[config.mk]
export PLATFORM = sky130hd
export DESIGN_NAME = acc_alu
export DESIGN_NICKNAME = d
export VERILOG_FILES = /design/src/rtl/acc_alu.sv
export SDC_FILE = /design/constraint.sdc
export NUM_CORES = 1
export LEC_CHECK = 0
export ABC_AREA = 1
export BUFFER_PORTS_ARGS = -buffer_cell sky130_fd_sc_hd__buf_4
export CORE_MARGIN = 5
export CORE_UTILIZATION = 60
export CTS_CLUSTER_DIAMETER = 100
export CTS_CLUSTER_SIZE = 14
export DETAILED_ROUTE_END_ITERATION = 7
export PLACE_DENSITY = 0.95
export REMOVE_ABC_BUFFERS = 1
export SETUP_SLACK_MARGIN = 0.3
export SYNTH_ARGS = -nofsm -noshare
export SYNTH_HDL_FRONTEND = slang
export SYNTH_SLANG_ARGS = --single-unit
[constraint.sdc]
create_clock -name clk -period 6.5 [get_ports clk]
set_input_delay 0.65 -clock clk [delete_from_list [all_inputs] [get_ports clk]]
set_output_delay 0.65 -clock clk [all_outputs]
set_load 0.02 [all_outputs]
[src/rtl/acc_alu.sv]
module acc_alu #(
  parameter int OPW = 5
) (
  input  logic           clk,
  input  logic           rst_n,
  input  logic           op_valid,
  input  logic [OPW-1:0] op_code,
  input  logic [7:0]     acc_in,
  input  logic [7:0]     opnd_in,
  input  logic [15:0]    hl_in,
  input  logic [15:0]    pair_in,
  output logic [7:0]     result,
  output logic [15:0]    hl_sum,
  output logic [4:0]     flags
);
  localparam logic [OPW-1:0] K_ADD = OPW'(0),  K_ADC = OPW'(1),  K_SUB = OPW'(2);
  localparam logic [OPW-1:0] K_SBB = OPW'(3),  K_INC = OPW'(4),  K_DEC = OPW'(5);
  localparam logic [OPW-1:0] K_CMP = OPW'(6),  K_AND = OPW'(7),  K_OR  = OPW'(8);
  localparam logic [OPW-1:0] K_XOR = OPW'(9),  K_RLC = OPW'(10), K_RRC = OPW'(11);
  localparam logic [OPW-1:0] K_RAL = OPW'(12), K_RAR = OPW'(13), K_CMA = OPW'(14);
  localparam logic [OPW-1:0] K_STC = OPW'(15), K_CMC = OPW'(16), K_DAA = OPW'(17);
  localparam logic [OPW-1:0] K_DAD = OPW'(18);

  logic       cy, ac, cin;
  logic [8:0] add9, sub9, fix1, fix2;
  logic [4:0] addlo, sublo;
  logic       lo_fix, hi_fix;
  logic [16:0] wide;
  logic [7:0] res;
  logic [4:0] nf;

  assign cy  = flags[0];
  assign ac  = flags[2];
  assign cin = (op_code == K_ADC || op_code == K_SBB) ? cy : 1'b0;

  assign add9  = {1'b0, acc_in} + {1'b0, opnd_in} + {8'd0, cin};
  assign addlo = {1'b0, acc_in[3:0]} + {1'b0, opnd_in[3:0]} + {4'd0, cin};
  assign sub9  = {1'b0, acc_in} - {1'b0, opnd_in} - {8'd0, cin};
  assign sublo = {1'b0, acc_in[3:0]} - {1'b0, opnd_in[3:0]} - {4'd0, cin};

  assign lo_fix = (acc_in[3:0] > 4'd9) || ac;
  assign fix1   = {1'b0, acc_in} + (lo_fix ? 9'h006 : 9'h000);
  assign hi_fix = (fix1[7:4] > 4'd9) || cy || fix1[8];
  assign fix2   = fix1 + (hi_fix ? 9'h060 : 9'h000);

  assign wide   = {1'b0, hl_in} + {1'b0, pair_in};
  assign hl_sum = wide[15:0];
  assign result = res;

  function automatic logic [4:0] szp(input logic [7:0] r, input logic a, input logic c);
    return {r[7], r == 8'd0, a, ~^r, c};
  endfunction

  always_comb begin
    res = acc_in;
    nf  = flags;
    case (op_code)
      K_ADD, K_ADC: begin res = add9[7:0]; nf = szp(add9[7:0], addlo[4], add9[8]); end
      K_SUB, K_SBB: begin res = sub9[7:0]; nf = szp(sub9[7:0], sublo[4], sub9[8]); end
      K_CMP:        nf = szp(sub9[7:0], sublo[4], sub9[8]);
      K_INC: begin res = opnd_in + 8'd1; nf = szp(res, opnd_in[3:0] == 4'hF, cy); end
      K_DEC: begin res = opnd_in - 8'd1; nf = szp(res, opnd_in[3:0] == 4'h0, cy); end
      K_AND: begin res = acc_in & opnd_in; nf = szp(res, 1'b1, 1'b0); end
      K_OR:  begin res = acc_in | opnd_in; nf = szp(res, 1'b0, 1'b0); end
      K_XOR: begin res = acc_in ^ opnd_in; nf = szp(res, 1'b0, 1'b0); end
      K_RLC: begin res = {acc_in[6:0], acc_in[7]}; nf[0] = acc_in[7]; end
      K_RRC: begin res = {acc_in[0], acc_in[7:1]}; nf[0] = acc_in[0]; end
      K_RAL: begin res = {acc_in[6:0], cy};        nf[0] = acc_in[7]; end
      K_RAR: begin res = {cy, acc_in[7:1]};        nf[0] = acc_in[0]; end
      K_CMA: res = ~acc_in;
      K_STC: nf[0] = 1'b1;
      K_CMC: nf[0] = ~cy;
      K_DAA: begin res = fix2[7:0]; nf = szp(fix2[7:0], acc_in[3:0] > 4'd9, hi_fix); end
      K_DAD: nf[0] = wide[16];
      default: ;
    endcase
  end

  always_ff @(posedge clk) begin
    if (!rst_n)        flags <= '0;
    else if (op_valid) flags <= nf;
  end
endmodule

==> impl_metrics.tcl, run 1 <==
set metrics [dict create \
    status "finished, final reports clean" \
    path_buf_inv 7 \
    hold_class "reg2reg" \
    relSlewSlack_pct 45.6 \
    pin_count 85 \
    grt-ovfl-total 0 \
    htreeDepth 1 \
    criticalPathCategory "in2out" \
    fin_skew_ps 8.18 \
    n_fill_cell 655 \
    ys_warn_count 0 \
    ys_types 45 \
    setup_viol 0 \
    postSynthRegisterBits 5 \
    synth_area_sq_mm 0.00443 \
    num_vias 5362 \
    place_ws_ps 1680 \
    cts_buffers 3 \
    cts_tree "built" \
    antenna_found_initial 0 \
    layout_commonest_cell "nand2_1" \
    max_stage_delay_ps 540 \
    crit_required_ps 5850 \
    wire_per_inst_microns 18.7 \
    critical_path.endpoint_type "output port" \
    final_area_sq_mm 0.00516 \
    initial_core_util_pct 61.3 \
    top_register "flags" \
    period_share_pct 76.2 \
    areaGrowthSynthToFinish_pct 16.7 \
    gp_congestion 1.11 \
    fmax_mhz 202 \
    critPathMaxFanout 10 \
    grt_use_total_pct 35.8 \
    cts_resized 0 \
    route.detailed.drc 0 \
    clock_sinks 5 \
    ir_drop_mv 0.0657 \
    drive_above_1_share_pct 17.2 \
    arrival_ps 4300 \
    postCtsSetupBuffers 0 \
    grt_pass1_wl_mm 25.6 \
    fin_tns_setup_ps 0 \
    insertion_delay_ps 240 \
    rsz0062_at_grt "no" \
    slowest_stage "fa_1" \
    largest_reg_flops 5 \
    p_per_area_mw_per_mm2 130 \
    reg_top3 "flags: 5 flops" \
    die-area_sq_mm 0.00919 \
    timing_worst_slew_pin_value_ps 808 \
    p_leak_nw 2.79 \
    worst_slack_ps 1550 \
    diodes 0 \
    rows 31 \
    grt_pass1_vias 5169 \
    cp_top_family "adder cells" \
    cp_common_cell "inv_1" \
    crit_chain "buf_4 > inv_1 > a21oi_1 > nor2_1 > inv_1 > ha_1 > inv_1 > fa_1 > inv_1 > nand4_1 > nor2_1 > nand2_1 > nand2_1 > nand2_1 > nand2_1 > ha_1 > inv_1 > fa_1 > o22ai_1 > nor4_1 > nand4_1 > buf_4" \
    root_buffer "clkbuf_8" \
    cap_violations 0 \
    core_sq_mm 0.00721 \
    clk_pin_slew_ps 40 \
    via_per_inst 6.12 \
    dr.pass1.iters 6 \
    cts_hold_buf 0 \
    hpwl_mm 13.9 \
    drtIter0Drc 551 \
    finalCriticalPeriod_ps 4950 \
    post_synth.cell_area_avg_sq_um 6.35 \
    portBuffers 84 \
    nets 928 \
    antenna_left 0 \
    place_area_sq_mm 0.00512 \
    layout_common_cells "nand2_1, inv_1, ha_1" \
    finalHoldViolations 0 \
    dieHeight_microns 95.9 \
    cts_buffer_depth 2 \
    routed_wl_mm 16.4 \
    finalMaxSlewViolations 0 \
    syn_inst 697 \
    yosysSeqAreaShare_pct 2.26 \
    die_w_microns 95.9 \
    startpoint_type "primary input" \
    grt_max_degree 12 \
]
-- path summary, 6_finish.rpt --
path,from,endpoint,slack (ps),cells past startpoint
min reg2reg,flags[1],flags[1],470,2
max,acc_in[3],result[6],1550,22
min,flags[1],flags[1],470,2
max reg2reg,flags[0],flags[1],2290,21
-- report_power, final --
part	internal (mW)	switching, mW
Combinational	0.229	0.345
Clock	0.0426	0.0208
Sequential	0.0330	0.00209
-- kinds of logic (layout without fill, tap and decap cells) --
| family | Yosys count | in the layout | share of synthesized area (%) |
|---|---|---|---|
| simple gates | 323 | 323 | 35.1 |
| compound gates | 116 | 116 | 15.8 |
| buf+inv | 116 | 196 | 10.5 |
| fa+ha+maj | 94 | 94 | 27.8 |
| xor+xnor | 43 | 43 | 8.51 |
| flops | 5 | 5 | 2.26 |
-- metrics by stage --
stage                     total power [mW]  instances  hold WS (ps)  util, %
after global placement               0.582        872           464     71.0
after detailed placement             0.596        872           459     71.0
after floorplan                      0.410        689           540        -
after CTS                            0.661        876           465     71.6
final                                0.672        876           467     71.6
after global routing                 0.724        876           479     71.6
-- layout make-up --
cell class | count | area [sq um] | share of cell area, %
clock buffers | 4 | 45.0 | 0.872
inverters | 108 | 405 | 7.85
multi-input cells | 576 | 3860 | 74.7
flip-flops and latches | 5 | 100 | 1.94
well taps | 99 | 124 | 2.40
repair buffers | 84 | 631 | 12.2
-- metal layers --
| metal | vias up | part of all wire, % | global-route usage [%] |
|---|---|---|---|
| met1 | 2425 | 38 | 42.3 |
| met5 | - | 0 | 0 |
| met4 | 0 | 5.7 | 19.8 |
| li1 | 2503 | - | - |
| met2 | 362 | 46 | 60.7 |
| met3 | 72 | 11 | 6.49 |
-- cells in the mapped netlist (all sizes together) --
master | n | share of area (%)
a21oi | 43 | 5.0
o22ai | 27 | 3.8
o21bai | 2 | 0.34
o221ai | 4 | 0.79
a211oi | 1 | 0.17
nand2 | 172 | 16
nor4 | 6 | 0.85
o21a | 3 | 0.51
xor2 | 25 | 4.9
a31oi | 5 | 0.71
o2111ai | 1 | 0.20
dfxtp | 5 | 2.3
a41oi | 1 | 0.20
and3 | 2 | 0.28
nand3 | 48 | 6.3
or2 | 4 | 0.57
o211ai | 3 | 0.51
nand3b | 3 | 0.51
o21ai | 20 | 2.5
buf | 8 | 1.4
nor2 | 56 | 6.3
ha | 87 | 25
nand4 | 16 | 2.6
a21o | 2 | 0.34
a21boi | 2 | 0.34
inv | 108 | 9.2
o31ai | 1 | 0.17
xnor2 | 18 | 3.6
nor3 | 16 | 1.8
fa | 7 | 3.2
a221oi | 1 | 0.20
-- worst register-to-register path, stage by stage, from the launching register on --
cell and delay [ps]:
dfxtp_1 420, inv_1 130, nor4_1 720, inv_1 130, fa_1 440, fa_1 420
nor2_1 200, o21ai_1 130, nand2_1 100, nand2_1 50, nand2_1 70, nand2_1 50
nand2_1 50, nand2_1 80, ha_1 310, xnor2_1 220, xnor2_1 150, nor2_1 60
nor2_1 100, nand4_1 110, nand2_1 90, a21oi_1 60
Power figures use the tool's default switching activity.
==> run 2: changes to the inputs <==
--- a/config.mk
+++ b/config.mk
@@ -8,11 +8,11 @@
 export ABC_AREA = 1
 export BUFFER_PORTS_ARGS = -buffer_cell sky130_fd_sc_hd__buf_4
 export CORE_MARGIN = 5
-export CORE_UTILIZATION = 60
+export CORE_UTILIZATION = 59
 export CTS_CLUSTER_DIAMETER = 100
 export CTS_CLUSTER_SIZE = 14
 export DETAILED_ROUTE_END_ITERATION = 7
-export PLACE_DENSITY = 0.95
+export PLACE_DENSITY = 0.93
 export REMOVE_ABC_BUFFERS = 1
 export SETUP_SLACK_MARGIN = 0.3
 export SYNTH_ARGS = -nofsm -noshare
==> constraint.sdc (replaced) <==
create_clock -name clk -period 5.05 [get_ports clk]
set_input_delay 0.505 -clock clk [delete_from_list [all_inputs] [get_ports clk]]
set_output_delay 0.505 -clock clk [all_outputs]
set_load 0.02 [all_outputs]
==> run 2 against run 1 <==
  * Design area rose by 0.22%
  * Utilization fell by 0.61 points
  * Clock-buffer cell count did not move
  * Worst setup slack got worse by 910 ps
  * Critical path type unchanged
  * Critical endpoint unchanged
  * Largest power group unchanged
==> impl_metrics.tcl, run 2 (same netlist as run 1, synthesis figures left out) <==
set metrics [dict create \
    cts_buffer_depth 2 \
    reg_top3 "flags: 5 flops" \
    clk_pin_slew_ps 40 \
    insertion_delay_ps 230 \
    startpoint_type "primary input" \
    cap_violations 0 \
    worstReg2RegStart "flags[2]" \
    reg2reg_slack_ps 970 \
    nets 929 \
    grt_use_total_pct 33.4 \
    rows 31 \
    core_sq_mm 0.00729 \
    multi_input_area_sq_mm 0.00386 \
    routed_wl_mm 16.3 \
    timing_worst_slew_pin_value_ps 575 \
    root_buffer "clkbuf_8" \
    antenna_left 0 \
    relSlewSlack_pct 61.3 \
    status "finished, final reports clean" \
    period_share_pct 87.4 \
    clock_sinks 5 \
    reg2reg_depth 26 \
    layout_common_cells "nand2_1, inv_1, ha_1" \
    n_fill_cell 638 \
    drive_above_1_share_pct 17.5 \
    top_register "flags" \
    layout_commonest_cell "nand2_1" \
    ir_drop_mv 0.0936 \
    initial_core_util_pct 60.7 \
    wire_per_inst_microns 18.6 \
    die-area_sq_mm 0.00933 \
    areaGrowthSynthToFinish_pct 16.9 \
    crit_required_ps 4550 \
    finalHoldWorstSlack_ps 486 \
    finalMaxSlewViolations 0 \
    place_area_sq_mm 0.00513 \
    grt_pass1_vias 5217 \
    setup_viol 0 \
    drtIter0Drc 515 \
    dieHeight_microns 96.6 \
    gp_congestion 1.11 \
    fin_skew_ps 0.841 \
    crit_start "acc_in[1]" \
    worstSetupEndpoint "result[6]" \
    dr.pass1.iters 5 \
    die_w_microns 96.6 \
    via_per_inst 6.04 \
    finalHoldViolations 0 \
    p_per_area_mw_per_mm2 165 \
    hpwl_mm 13.9 \
    finalCriticalPeriod_ps 4410 \
    fin_tns_setup_ps 0 \
    cts_tree "built" \
    largest_reg_flops 5 \
    grt_pass1_wl_mm 26.0 \
    portBuffers 84 \
    dpl.cell_count 873 \
    arrival_ps 3910 \
    p_leak_nw 2.79 \
    worst_slack_ps 637 \
    criticalPathCategory "in2out" \
    route.detailed.drc 0 \
    rsz0062_at_grt "no" \
    place_ws_ps 518 \
    grt_max_degree 12 \
    r2r_end "flags[1]" \
    fmax_mhz 227 \
    hp-start "flags[3]" \
    htreeDepth 1 \
    hold_class "reg2reg" \
    final_area_sq_mm 0.00517 \
    critical_path.endpoint_type "output port" \
    antenna_found_initial 0 \
    num_vias 5299 \
    diodes 0 \
    stdcell_count 877 \
    seq_area_sq_um 100 \
    grt-ovfl-total 0 \
    critPathMaxFanout 9 \
    cts_buffers 3 \
    pin_count 85 \
]
## run 2: cell count changes in the layout (fill, tap and decap cells not counted)
cell	previous run	this run
a21oi_1	41	40
a21oi_2	2	3
buf_4	84	85
## run 2: timing repair
item / in CTS / in global routing
gates resized for setup: 0 / 1
buffers inserted: 0 / 0
endpoints found under the setup margin: 0 / 1
hold endpoints to repair: 0 / 0
hold buffers: 0 / 0
## run 2: final cells by class
class	instances	area share (%)
Multi-Input combinational cell	576	74.6
Tap cell	99	2.39
Clock buffer	4	0.870
Sequential cell	5	1.93
Inverter	108	7.83
Timing Repair Buffer	85	12.3
## run 2: worst min path at each step
stage	end	slack (ps)	cells past startpoint
2_1_floorplan	flags[1]	540	2
6_report	flags[3]	490	2
3_5_place_dp	flags[3]	480	2
4_1_cts	flags[3]	480	2
5_1_grt	flags[3]	510	2
3_3_place_gp	flags[3]	460	2
## run 2: metrics by stage
stage	power [mW]	utilization (%)
5_1_grt	0.929	71.0
2_1_floorplan	0.527	-
4_1_cts	0.845	70.9
3_5_place_dp	0.765	70.3
6_report	0.856	71.0
3_3_place_gp	0.749	70.3
## run 2: where the power goes
part	internal [mW]	switching, mW
sequential	0.0426	0.00382
clock	0.0544	0.0228
combinational	0.294	0.438
total	0.391	0.464
## run 2: critical path, cell delays in order
cell,delay (ps)
buf_4,160
inv_1,140
a21oi_2,180
nor2_1,80
inv_1,90
ha_1,190
inv_1,60
fa_1,390
inv_1,90
nand4_1,120
nor2_1,120
nand2_1,70
nand2_1,100
nand2_1,70
nand2_1,110
ha_1,160
inv_1,50
fa_1,520
o22ai_1,90
nor4_1,250
nand4_1,170
buf_4,200
## run 2: routing by layer
layer / global-route usage (%) / share of wire, %
met3: 8.85 / 11
met5: 0 / 0
met2: 55.6 / 46
met1: 39.1 / 37
met4: 17.4 / 5.6
